[config.mk]
export PLATFORM = sky130hd
export DESIGN_NAME = credit_chan
export DESIGN_NICKNAME = d
export VERILOG_FILES = /design/src/rtl/cc_pkg.sv /design/src/rtl/cc_delay_line.sv /design/src/rtl/cc_rx_fifo.sv /design/src/rtl/cc_credit_ctr.sv /design/src/rtl/credit_chan.sv
export SDC_FILE = /design/constraint.sdc
export NUM_CORES = 1
export LEC_CHECK = 0
export ABC_AREA = 0
export BUFFER_PORTS_ARGS = -buffer_cell sky130_fd_sc_hd__clkbuf_2
export CORE_UTILIZATION = 45
export CTS_BUF_LIST = sky130_fd_sc_hd__clkbuf_2
export CTS_CLUSTER_DIAMETER = 40
export CTS_CLUSTER_SIZE = 28
export DETAILED_ROUTE_END_ITERATION = 8
export MAX_ROUTING_LAYER = met4
export SYNTH_ARGS = -nofsm -noshare
export SYNTH_HDL_FRONTEND = slang
export SYNTH_HIERARCHICAL = 1
export SYNTH_SLANG_ARGS = --single-unit
[constraint.sdc]
create_clock -name clk -period 2.7 [get_ports clk]
set_input_delay 0.27 -clock clk [delete_from_list [all_inputs] [get_ports clk]]
set_output_delay 0.27 -clock clk [all_outputs]
set_load 0.005 [all_outputs]
[src/rtl/cc_pkg.sv]
package cc_pkg;
   // bits needed to hold any count 0..n
   function automatic int cnt_bits(input int n);
      return (n < 1) ? 1 : $clog2(n + 1);
   endfunction

   // bits needed to index n entries
   function automatic int idx_bits(input int n);
      return (n < 2) ? 1 : $clog2(n);
   endfunction
endpackage

[src/rtl/cc_delay_line.sv]
module cc_delay_line #(
   parameter int W      = 8,
   parameter int STAGES = 1
) (
   input  logic         clk,
   input  logic         rst_n,
   input  logic [W-1:0] d_in,
   output logic [W-1:0] d_out
);
   generate
      if (STAGES == 0) begin : g_wire
         assign d_out = d_in;
      end else begin : g_regs
         logic [W-1:0] stage_q [STAGES];
         always_ff @(posedge clk) begin
            if (!rst_n) begin
               for (int i = 0; i < STAGES; i++) stage_q[i] <= '0;
            end else begin
               stage_q[0] <= d_in;
               for (int i = 1; i < STAGES; i++) stage_q[i] <= stage_q[i-1];
            end
         end
         assign d_out = stage_q[STAGES-1];
      end
   endgenerate
endmodule

[src/rtl/cc_rx_fifo.sv]
module cc_rx_fifo
   import cc_pkg::*;
#(
   parameter int W     = 8,
   parameter int DEPTH = 4,
   localparam int AW   = idx_bits(DEPTH),
   localparam int CW   = cnt_bits(DEPTH)
) (
   input  logic          clk,
   input  logic          rst_n,
   input  logic          wr_en,
   input  logic [W-1:0]  wr_data,
   input  logic          rd_en,
   output logic [W-1:0]  rd_data,
   output logic          not_empty,
   output logic [CW-1:0] level
);
   logic [W-1:0]  mem [DEPTH];
   logic [AW-1:0] wp_q, rp_q;
   logic [CW-1:0] cnt_q;

   function automatic logic [AW-1:0] bump(input logic [AW-1:0] p);
      return (p == AW'(DEPTH - 1)) ? '0 : p + AW'(1);
   endfunction

   always_ff @(posedge clk) begin
      if (!rst_n) begin
         wp_q  <= '0;
         rp_q  <= '0;
         cnt_q <= '0;
      end else begin
         if (wr_en) wp_q <= bump(wp_q);
         if (rd_en) rp_q <= bump(rp_q);
         case ({wr_en, rd_en})
            2'b10:   cnt_q <= cnt_q + CW'(1);
            2'b01:   cnt_q <= cnt_q - CW'(1);
            default: cnt_q <= cnt_q;
         endcase
      end
   end

   always_ff @(posedge clk) begin
      if (wr_en) mem[wp_q] <= wr_data;
   end

   assign rd_data   = mem[rp_q];
   assign not_empty = (cnt_q != '0);
   assign level     = cnt_q;
endmodule

[src/rtl/cc_credit_ctr.sv]
module cc_credit_ctr
   import cc_pkg::*;
#(
   parameter int DEPTH = 4,
   localparam int CW   = cnt_bits(DEPTH)
) (
   input  logic          clk,
   input  logic          rst_n,
   input  logic          take,
   input  logic          give,
   output logic [CW-1:0] avail,
   output logic          has_credit
);
   logic [CW-1:0] cnt_q;

   always_ff @(posedge clk) begin
      if (!rst_n) begin
         cnt_q <= CW'(DEPTH);
      end else begin
         case ({take, give})
            2'b10:   cnt_q <= cnt_q - CW'(1);
            2'b01:   cnt_q <= cnt_q + CW'(1);
            default: cnt_q <= cnt_q;
         endcase
      end
   end

   assign avail      = cnt_q;
   assign has_credit = (cnt_q != '0);
endmodule

[src/rtl/credit_chan.sv]
module credit_chan
   import cc_pkg::*;
#(
   parameter int WIDTH   = 8,
   parameter int LATENCY = 2,
   parameter int DEPTH   = 4
) (
   input  logic             clk,
   input  logic             rst_n,
   input  logic             snd_valid,
   input  logic [WIDTH-1:0] snd_data,
   output logic             snd_ready,
   output logic             rcv_valid,
   output logic [WIDTH-1:0] rcv_data,
   input  logic             rcv_ready
);
   // the receive buffer register supplies the last cycle of delay
   localparam int PIPE = LATENCY - 1;
   localparam int CW   = cnt_bits(DEPTH);

   generate
      if (WIDTH < 1 || LATENCY < 1 || DEPTH < 1) begin : g_bad_param
         $error("credit_chan: WIDTH, LATENCY and DEPTH must each be at least 1");
      end
   endgenerate

   logic             snd_fire, deq;
   logic [WIDTH:0]   fwd_in, fwd_out;
   logic             q_wr;
   logic [WIDTH-1:0] q_wdata;
   logic [CW-1:0]    q_level;
   logic             cred_ret;
   logic [CW-1:0]    credits;

   assign snd_fire = snd_valid && snd_ready;
   assign deq      = rcv_valid && rcv_ready;
   assign fwd_in   = {snd_fire, snd_data};
   assign q_wr     = fwd_out[WIDTH];
   assign q_wdata  = fwd_out[WIDTH-1:0];

   cc_delay_line #(.W(WIDTH + 1), .STAGES(PIPE)) fwd_i (
      .clk   (clk),
      .rst_n (rst_n),
      .d_in  (fwd_in),
      .d_out (fwd_out)
   );

   cc_rx_fifo #(.W(WIDTH), .DEPTH(DEPTH)) rxq_i (
      .clk       (clk),
      .rst_n     (rst_n),
      .wr_en     (q_wr),
      .wr_data   (q_wdata),
      .rd_en     (deq),
      .rd_data   (rcv_data),
      .not_empty (rcv_valid),
      .level     (q_level)
   );

   cc_delay_line #(.W(1), .STAGES(PIPE)) ret_i (
      .clk   (clk),
      .rst_n (rst_n),
      .d_in  (deq),
      .d_out (cred_ret)
   );

   cc_credit_ctr #(.DEPTH(DEPTH)) crd_i (
      .clk        (clk),
      .rst_n      (rst_n),
      .take       (snd_fire),
      .give       (cred_ret),
      .avail      (credits),
      .has_credit (snd_ready)
   );
endmodule

Yosys cells after proc, flatten, opt, wreduce, memory -nomap -nowiden --
Memories as Yosys holds them, arrays and structs flattened. A register that Yosys moved wholly into a read port is not among the register bits. Index checks and enable logic that the tools add are counted.
Word-level totals: register bits 10, RAM bits 42, bits of input ports 12, output and inout bits 10, logic and storage cells 41, memories kept 3
Cells by class: add/sub/neg operators 6, eq/ne operators 6, muxes and demuxes 14, reductions and logical operators 8
Memory list:
- rxq_i.mem | words 4, width 8, read ports 1, clocked after Yosys merged registers in 1, wr ports 1, RTL line cc_rx_fifo.sv:18 | logic [W-1:0] mem [DEPTH];
- fwd_i.g_regs.stage_q | words 1, width 9, read ports 1, clocked after Yosys merged registers in 0, wr ports 1, RTL line cc_delay_line.sv:14 | logic [W-1:0] stage_q [STAGES];
- ret_i.g_regs.stage_q | words 1, width 1, read ports 1, clocked after Yosys merged registers in 0, wr ports 1, RTL line cc_delay_line.sv:14
Operator list (count):
- 3-bit case mux with 2 select lines | 2
- 9-bit 2-to-1 mux | 1
- 9-bit OR reduction | 1
- 2-bit equality test, second input constant | 4
- 2-bit 2-to-1 mux | 4
- 1-bit 2-to-1 mux | 7
- 3-bit by 1-bit adder with 3-bit output, second input constant | 2
- 3-bit nonzero test | 2
- 3-bit by 1-bit subtractor with 3-bit output, second input constant | 2
- 2-bit by 1-bit adder with 2-bit output, second input constant | 2
- 2-bit by 1-bit equality test with 1-bit output, second input constant | 2
- 2-bit nonzero test | 2
- 1-bit logical AND | 2
- 1-bit OR reduction | 1

Depth between registers and ports, before layout --
Gate-level depths: netlist of run 1.
depth in word-level cells 4, gate-level depth with buffers 9, mapped depth without buffers 9

By module --
The synthesis of run 1 kept the hierarchy.
By module, submodules not included:
- cc_rx_fifo | times used 1, cells each 88, area an instance 1616.6 um^2, seq. area each 1141.1 um^2
- cc_delay_line at fwd_i | times used 1, cells each 18, area an instance 236.5 um^2, seq. area each 180.2 um^2
- cc_credit_ctr | times used 1, cells each 16, area an instance 162.7 um^2, seq. area each 60.1 um^2
- cc_delay_line at ret_i | times used 1, cells each 2, area an instance 26.3 um^2, seq. area each 20.0 um^2
- credit_chan | times used 1, cells each 2, area an instance 12.5 um^2, seq. area each 0.0 um^2

Worst setup path before layout of run 1 --
Ideal clock, no wire load.
path type register -> register, start reg crd_i.cnt_q[1] (netlist: crd_i/avail[1]), end reg crd_i.cnt_q[2] (netlist: crd_i/avail[2]), setup time 0.062 ns, arrival 2.016 ns, data required time 2.638 ns, setup slack 0.623 ns, cell stages (with the launch flop) 10, buffers on the path 0, clock period less this slack 2.077 ns, cell sequence dfxtp_1 or3_1 and2_1 inv_1 ha_1 inv_1 fa_1 xor2_1 or3_1 nand3_1
Between the ends: word-level cells in the longest chain between the ends 4, elaborated cells on any way between the ends 8, classes of those cells add/sub: 2; eq/ne: 2; mux: 1; reduce/logical: 3
RTL lines:
- from (decl) | RTL line cc_credit_ctr.sv:14 | logic [CW-1:0] cnt_q;
- from (signal assigned) | RTL line cc_credit_ctr.sv:18 | cnt_q <= CW'(DEPTH);
- from (signal assigned) | RTL line cc_credit_ctr.sv:21 | 2'b10: cnt_q <= cnt_q - CW'(1);
- from (signal assigned) | RTL line cc_credit_ctr.sv:22 | 2'b01: cnt_q <= cnt_q + CW'(1);
- 3-bit nonzero test * | RTL line cc_credit_ctr.sv:29 | assign has_credit = (cnt_q != '0);
- net snd_ready | RTL line credit_chan.sv:12 | output logic snd_ready,
- 1-bit logical AND * | RTL line credit_chan.sv:35 | assign snd_fire = snd_valid && snd_ready;
- net snd_fire | RTL line credit_chan.sv:27 | logic snd_fire, deq;
- 2-bit by 1-bit equality test with 1-bit output or 2-bit equality test (tied branches) | RTL line cc_credit_ctr.sv:20 | case ({take, give})
- 3-bit case mux with 2 select lines or 2-bit nonzero test (tied branches)
Mark *: on every way through the listed nets, which the timed path passes. The rest lies on a longest branch. A chain may end at the register's enable or synchronous reset.

Final worst setup path of run 1 --
start reg crd_i.cnt_q[1] (netlist: crd_i/avail[1]), end reg crd_i.cnt_q[2] (netlist: crd_i/avail[2])
Between the ends: word-level cells in the longest chain between the ends 4, elaborated cells on any way between the ends 8, classes of those cells add/sub: 2; eq/ne: 2; mux: 1; reduce/logical: 3
RTL lines (RTL line):
- 3-bit nonzero test * | cc_credit_ctr.sv:29
- 1-bit logical AND * | credit_chan.sv:35
- net snd_fire | credit_chan.sv:27
- 2-bit by 1-bit equality test with 1-bit output or 2-bit equality test (tied branches) | cc_credit_ctr.sv:20
- 3-bit case mux with 2 select lines or 2-bit nonzero test (tied branches)
Marked as above.

==> results of run 1 <==
[power groups by stage]
stage	Combinational [µW]	Sequential [µW]	Clock, µW
4_1_cts	426	1050	409
6_report	427	1040	391
3_3_place_gp	398	1060	0
5_1_grt	480	1060	444
3_5_place_dp	421	1060	0
2_1_floorplan	339	1020	0
[path summary, 6_finish.rpt]
| path | start | to | slack (ps) | cells past startpoint |
|---|---|---|---|---|
| hold / removal | snd_data[4] | fwd_i/g_regs.stage_q[0][4] | 60 | 2 |
| hold reg to reg | fwd_i/g_regs.stage_q[0][4] | rxq_i/mem[3][4] | 510 | 0 |
| setup / recovery | crd_i/avail[1] | crd_i/avail[2] | 420 | 9 |
| setup reg to reg | crd_i/avail[1] | crd_i/avail[2] | 420 | 9 |
[layer usage]
| layer | global-route usage (%) | wire length, µm |
|---|---|---|
| met5 | - | 0 |
| met4 | 6.122 | 54 |
| met3 | 4.506 | 108 |
| met2 | 24.16 | 1589 |
| met1 | 17.34 | 1353 |
[flip-flops by register name (all words and copies together) (netlist names), named ones only]
name / cells
crd_i/avail: 3
rxq_i/level: 3
ret_i/g_regs.stage_q: 1
rxq_i/rp_q: 2
fwd_i/g_regs.stage_q: 9
rxq_i/mem: 32
rxq_i/wp_q: 2
[critical path, stage by stage (launching register included)]
cell                      delay (ps)
sky130_fd_sc_hd__dfxtp_1         390
sky130_fd_sc_hd__or3_1           410
sky130_fd_sc_hd__and2_1          170
sky130_fd_sc_hd__inv_1            60
sky130_fd_sc_hd__ha_1            180
sky130_fd_sc_hd__inv_1            60
sky130_fd_sc_hd__fa_1            370
sky130_fd_sc_hd__xor2_1          180
sky130_fd_sc_hd__or3_1           310
sky130_fd_sc_hd__nand3_1          90
[cell families after synthesis]
logic type                 Yosys count  synth area share, %
adders and majority gates            9                6.212
muxes                               11                10.23
and+or+nand+nor                     32                9.682
AOI/OAI and AO/OA                    6                1.705
DFF                                 54                68.21
buffers and inverters               10                2.253
xor gates and xnor gates             4                1.706
[cell type report]
class	instances	share of cell area, %
Clock buffer	7	1.495
Clock inverter	1	1.281
Inverter	8	1.281
Multi-Input combinational cell	62	25.89
Sequential cell	54	59.80
Tap cell	52	2.776
Timing Repair Buffer	28	7.475
[stage by stage]
stage                     util, %  instances  hold WS (ps)  setup slack (ps)
after floorplan                 -        126         341.8             622.7
after global placement      50.37        197         447.0             628.1
after detailed placement    50.37        197         471.5             473.0
after CTS                   51.86        205         5.853             402.9
after global routing        53.45        212         5.533             287.3
final                       53.45        212         57.52             418.0
[layout by cell type (no fill, tap or decap), types with 3 or more instances in the layout]
| master | instances |
|---|---|
| sky130_fd_sc_hd__dlygate4sd3_1 | 7 |
| sky130_fd_sc_hd__and2_1 | 19 |
| sky130_fd_sc_hd__or3_1 | 4 |
| sky130_fd_sc_hd__dfxtp_1 | 22 |
| sky130_fd_sc_hd__mux2i_1 | 3 |
| sky130_fd_sc_hd__o21ai_0 | 3 |
| sky130_fd_sc_hd__edfxtp_1 | 32 |
| sky130_fd_sc_hd__clkbuf_2 | 28 |
| sky130_fd_sc_hd__mux4_2 | 8 |
| sky130_fd_sc_hd__nor2b_1 | 5 |
| sky130_fd_sc_hd__ha_1 | 7 |
| sky130_fd_sc_hd__inv_1 | 8 |
[timing repair]
action	in CTS	in global routing
hold buffers	0	7
setup buffers	0	0
endpoints found under the hold margin	0	7
==> impl_metrics.py, run 1 <==
metrics = {
    "pwr": {
        "netSwitchingPower_uw": 493.0,
        "power.static_leakage_uw": 0.0008709,
        "maximum_resistive_drop_on_vdd_mv": 0.3725,
        "power_density_cells_mw_per_mm2": 793.7,
        "p_sw_share_pct": 26.50,
        "seqPwrFrac_pct": 56.0,
        "clkPwrFrac_pct": 21.0,
        "pwr-share-comb_pct": 23.0,
        "fin_total_pwr_uw": 1860,
        "internal_uw": 1367,
    },
    "route": {
        "dr.pass1.iters": 4,
        "drc": 0,
        "drt-initial-drc-count": 56,
        "avgViaCountPerCell": 4.962,
        "wl_um": 3106,
        "ant_nets": 0,
        "post_drt_wl_per_cell_um": 14.65,
        "routed-via-count": 1052,
    },
    "critical_path": {
        "timing.setup.critical_path_class": "flip-flop to flip-flop",
        "timing.critical_path.fanout_max": 3,
        "worst_ep_required_time_ps": 3060,
        "cp-start-kind": "flip-flop",
        "end_kind": "flip-flop",
        "cp_data_arrival_time_ps": 2640,
    },
    "floorplanning": {
        "boundaryPins": 22,
        "fp.dieH_um": 69.57,
        "floorplan.core_area_mm2": 0.004384,
        "core.rowCount": 24,
        "floorplan.initialDensity_pct": 46.86,
        "die_area_mm2": 0.004840,
        "horiz_die_dim_um": 69.57,
    },
    "layout": {
        "n_antenna_cell": 0,
        "drive_above_1_share_pct": 23.13,
        "nFillCells": 378,
        "ff_latch_area_mm2": 0.001401,
        "multi_input_comb_area_um2": 606.8,
        "area_growth_syn_to_layout_pct": 14.07,
        "postLayoutCellArea_mm2": 0.002344,
        "final_nets": 180,
    },
    "sta": {
        "worst_pin_slew_ps": 549.5,
        "rsz0062_at_grt": "no",
        "timing.final.max_slew_violations": 0,
        "setup_viol": 0,
        "timing.final.hold_violations": 0,
        "period_needed_ps": 2282,
        "timing.slew.headroom_pct": 63.32,
        "setup_tns_after_final_layout_ps": 0,
        "worst_clock_skew_ps": 17.18,
        "finalCritPeriodShare_pct": 84.52,
        "achievable-frequency_mhz": 438.2,
    },
    "clock_network": {
        "cts_max_path_buffers": 2,
        "cts_made_buffers": 5,
        "clkTransAtPathRegs_ps": 240,
        "clkSinkCount": 54,
        "cts-root-buf": "sky130_fd_sc_hd__clkbuf_2",
        "ctsResizeCount": 0,
        "clock_latency_ps": 420,
        "tritoncts_clock_tree": "done",
        "ctsHtreeMaxLevel": 2,
    },
    "yosys": {
        "edff_count_synth": 32,
        "synthArstFlopShare_pct": 0,
        "ys_seq_elements": 54,
        "synth_area_per_cell_um2": 16.31,
        "synthTopCellsByCount": "sky130_fd_sc_hd__edfxtp_1, sky130_fd_sc_hd__dfxtp_1, sky130_fd_sc_hd__and2_1",
        "seq_area_frac_synth_pct": 68.21,
        "synth.top_cells.by_area": "sky130_fd_sc_hd__edfxtp_1, sky130_fd_sc_hd__dfxtp_1, sky130_fd_sc_hd__mux4_2",
        "yosys.area.top_type_share_pct": 46.77,
        "synthFlopType": "sky130_fd_sc_hd__edfxtp_1",
        "synth_nets": 147,
        "yosysTopAreaCell": "sky130_fd_sc_hd__edfxtp_1",
        "synth.cell_area_mm2": 0.002054,
        "yosysWarnings": 6,
        "yosysMostFrequentCell": "sky130_fd_sc_hd__edfxtp_1",
        "synthCells": 126,
        "synth_cell_type_count": 21,
    },
    "global_route": {
        "first_global_vias": 1067,
        "grt.total_usage_pct": 14.91,
        "grt_first_pass_wirelength_um": 5175,
        "grt_antenna_before_repair": 0,
        "overflow": 0,
        "grt_start_max_net_pins": 21,
    },
    "run_status": {
        "status": "complete, no violations",
    },
    "place": {
        "finalWeightedCongestion": 0.6380,
        "placement.cell_area_mm2": 0.002208,
        "port_buffers": 21,
        "post_detail_place_hpwl_um": 2109,
    },
    "run": {
        "drv.max_cap_violation_count": 0,
    },
    "hold_path": {
        "worstHoldPathType": "input port to flip-flop",
    },
}
Note: power is estimated with default switching activity, not from simulation.
==> run 2: changes to the inputs <==
--- a/config.mk
+++ b/config.mk
@@ -5,7 +5,7 @@
 export SDC_FILE = /design/constraint.sdc
 export NUM_CORES = 1
 export LEC_CHECK = 0
-export ABC_AREA = 0
+export ABC_AREA = 1
 export BUFFER_PORTS_ARGS = -buffer_cell sky130_fd_sc_hd__clkbuf_2
 export CORE_UTILIZATION = 45
 export CTS_BUF_LIST = sky130_fd_sc_hd__clkbuf_2
@@ -13,6 +13,7 @@
 export CTS_CLUSTER_SIZE = 28
 export DETAILED_ROUTE_END_ITERATION = 8
 export MAX_ROUTING_LAYER = met4
+export PLACE_DENSITY = 0.66
 export SYNTH_ARGS = -nofsm -noshare
 export SYNTH_HDL_FRONTEND = slang
 export SYNTH_HIERARCHICAL = 1
==> constraint.sdc (replaced) <==
create_clock -name clk -period 1.95 [get_ports clk]
set_input_delay 0.195 -clock clk [delete_from_list [all_inputs] [get_ports clk]]
set_output_delay 0.195 -clock clk [all_outputs]
set_load 0.005 [all_outputs]
==> run 2 against run 1 <==
The flow now finishes with violations (design-rule violations). Combinational power up 91%. Final cell count grew 33%. Clock-buffer cell count shrank 2. Non-clock buffer count rose by 3. Sequential share of layout area shrank 1.4 points. Worst hold slack got worse by 19 ps. Cell area grew 2.6%. Area after synthesis rose by 3.6%. Worst setup slack got worse by 210 ps. Largest power group unchanged. Highest routed layer unchanged.
==> impl_metrics.py, run 2 <==
metrics = {
    "run_status": {
        "status": "finished, violations left",
        "violations": "design-rule violations",
    },
    "run": {
        "drv.max_cap_violation_count": 0,
    },
    "sta": {
        "setup_viol": 0,
        "timing.final.max_slew_violations": 0,
        "setup_tns_after_final_layout_ps": 0,
        "timing.slew.headroom_pct": 72.77,
        "period_needed_ps": 1742,
        "achievable-frequency_mhz": 573.9,
        "timing.final.hold_violations": 0,
        "final_worst_setup_slack_ps": 207.6,
        "worst_pin_slew_ps": 408.5,
        "rsz0062_at_grt": "no",
        "worst_clock_skew_ps": 21.27,
        "finalCritPeriodShare_pct": 89.35,
    },
    "route": {
        "dr.pass1.iters": 6,
        "ant_nets": 0,
        "post_drt_wl_per_cell_um": 12.14,
        "wl_um": 3424,
        "routed-via-count": 1360,
        "drt-initial-drc-count": 78,
        "drc": 4,
        "avgViaCountPerCell": 4.823,
    },
    "yosys": {
        "synth.cell_area_mm2": 0.002128,
        "synth_nets": 215,
        "yosysMostFrequentCell": "sky130_fd_sc_hd__inv_1",
        "ys_seq_elements": 54,
        "yosys.area.top_type_share_pct": 45.15,
        "yosysWarnings": 6,
        "synth.top_cells.by_area": "sky130_fd_sc_hd__edfxtp_1, sky130_fd_sc_hd__dfxtp_1, sky130_fd_sc_hd__inv_1",
        "synthCells": 194,
        "seq_area_frac_synth_pct": 65.84,
        "synthFlopType": "sky130_fd_sc_hd__edfxtp_1",
        "synthTopCellsByCount": "sky130_fd_sc_hd__inv_1, sky130_fd_sc_hd__edfxtp_1, sky130_fd_sc_hd__nand2_1",
        "synth_cell_type_count": 19,
        "yosysTopAreaCell": "sky130_fd_sc_hd__edfxtp_1",
        "synth_area_per_cell_um2": 10.97,
        "synthArstFlopShare_pct": 0,
        "edff_count_synth": 32,
    },
    "critical_path": {
        "timing.critical_path.fanout_max": 4,
        "end_kind": "flip-flop",
        "setup.reg_to_reg.worst_slack_ps": 210,
        "r2r.worst_path.cells": 13,
        "cp-start-kind": "flip-flop",
        "worst_ep_required_time_ps": 2310,
        "cp_data_arrival_time_ps": 2110,
        "timing.setup.critical_path_class": "flip-flop to flip-flop",
    },
    "layout": {
        "postLayoutCellArea_mm2": 0.002404,
        "layout_commonest_cell": "sky130_fd_sc_hd__inv_1",
        "ff_latch_area_mm2": 0.001404,
        "leading_cell_types_in_the_layout_fill_and_taps_excluded": "sky130_fd_sc_hd__inv_1, sky130_fd_sc_hd__edfxtp_1, sky130_fd_sc_hd__clkbuf_2",
        "final_nets": 250,
        "drive_above_1_share_pct": 17.39,
        "multi_input_comb_area_um2": 558.0,
        "n_antenna_cell": 0,
        "max_ffs_per_register": 32,
        "final_cell_count_without_fillers": 282,
        "core_occupancy_in_the_finished_layout_pct": 54.08,
        "area_growth_syn_to_layout_pct": 12.93,
        "largest-register": "rxq_i/mem",
        "largestRegisters": "rxq_i/mem x32, fwd_i/g_regs.stage_q x9",
        "nFillCells": 415,
    },
    "global_route": {
        "grt_antenna_before_repair": 0,
        "grt_first_pass_wirelength_um": 5747,
        "grt.total_usage_pct": 15.74,
        "first_global_vias": 1257,
        "overflow": 0,
        "grt_start_max_net_pins": 20,
    },
    "place": {
        "post_place_worst_slack_ps": 222.9,
        "placement.cell_area_mm2": 0.002272,
        "finalWeightedCongestion": 0.7891,
        "numPlacedInstances": 265,
        "port_buffers": 21,
        "post_detail_place_hpwl_um": 2231,
    },
    "clock_network": {
        "clkTransAtPathRegs_ps": 250,
        "cts-root-buf": "sky130_fd_sc_hd__clkbuf_2",
        "ctsHtreeMaxLevel": 2,
        "clkSinkCount": 54,
        "cts_max_path_buffers": 2,
        "cts_made_buffers": 5,
        "tritoncts_clock_tree": "done",
        "clock_latency_ps": 420,
    },
    "floorplanning": {
        "floorplan.core_area_mm2": 0.004444,
        "die_area_mm2": 0.005008,
        "boundaryPins": 22,
        "floorplan.initialDensity_pct": 47.89,
        "core.rowCount": 24,
        "fp.dieH_um": 70.77,
        "horiz_die_dim_um": 70.77,
    },
    "pwr": {
        "power_density_cells_mw_per_mm2": 1113,
        "maximum_resistive_drop_on_vdd_mv": 0.5882,
        "power.static_leakage_uw": 0.001077,
    },
    "hold_path": {
        "min_path_cells": 5,
        "worstHoldPathType": "input port to flip-flop",
    },
}
[run 2: cell count changes after synthesis, sizes merged, moves of 3 or more]
cell,change
nand2,+23
mux2i,-3
and2,-19
mux4,-8
or3,-4
o21ai,+19
nand3,+3
o22ai,+8
nor2,+24
a21oi,+5
inv,+28
nor2b,-5
[run 2: path summary, 6_finish.rpt]
path,from,to
max reg2reg,rxq_i/level[0],rxq_i/level[2]
min,snd_valid,fwd_i/g_regs.stage_q[0][8]
min reg2reg,fwd_i/g_regs.stage_q[0][7],rxq_i/mem[3][7]
max,rxq_i/level[0],rxq_i/level[2]
[run 2: where the power goes]
| group | internal, µW | leakage (µW) | switching, µW |
|---|---|---|---|
| registers | 1350 | 0.000478 | 106 |
| logic | 337 | 0.000572 | 479 |
| clock network | 81.8 | 0.0000264 | 327 |
| total | 1760 | 0.00108 | 911 |
[run 2: routing by layer]
| layer | track usage [%] | up-vias | wire (µm) |
|---|---|---|---|
| li1 | - | 703 | - |
| met1 | 19.49 | 621 | 1590 |
| met2 | 25.11 | 31 | 1632 |
| met3 | 4.274 | 5 | 152 |
| met4 | 5.333 | 0 | 48 |
| met5 | - | - | 0 |
[run 2: worst max-delay path: stages (launching register included)]
cell and delay [ps]:
sky130_fd_sc_hd__dfxtp_1 370, sky130_fd_sc_hd__inv_1 70, sky130_fd_sc_hd__nand3_1 110, sky130_fd_sc_hd__nand2_1 70, sky130_fd_sc_hd__inv_2 80, sky130_fd_sc_hd__ha_1 180, sky130_fd_sc_hd__inv_1 70, sky130_fd_sc_hd__fa_1 390
sky130_fd_sc_hd__inv_1 80, sky130_fd_sc_hd__nand2_1 60, sky130_fd_sc_hd__nand3_1 80, sky130_fd_sc_hd__nand2_1 50, sky130_fd_sc_hd__inv_1 40, sky130_fd_sc_hd__nor2_1 30
[run 2: per-stage QoR]
step	power (µW)	hold slack, ps
final	2676	38.26
after global routing	2879	31.26
after CTS	2678	6.368
after detailed placement	2260	383.4
after global placement	2225	376.2
after floorplan	2005	268.8
[run 2: final cells by class]
cell class / count / area share (%)
timing repair buffer: 31 / 8.329
sequential: 54 / 58.41
clock inverter: 3 / 0.6767
tap: 52 / 2.707
clock buffer: 5 / 1.041
multi-input combinational: 101 / 23.22
inverter: 36 / 5.622
[run 2: cell families (layout without fill, tap and decap cells)]
logic type               count (synthesis)  count (layout)  synth area share (%)
AND/OR/NAND/NOR                         56              56                 10.93
buffers and inverters                   39              75                 7.936
adder cells (fa/ha/maj)                  9               9                 5.996
flip-flops                              54              54                 65.84
AO/OA/AOI/OAI                           36              36                 9.289
[run 2: what timing repair did]
action,CTS,global route
setup buffers,0,1
resized for setup,0,4
hold endpoints to repair,8,0
endpoints found under the setup margin,0,9
hold buffers,8,0
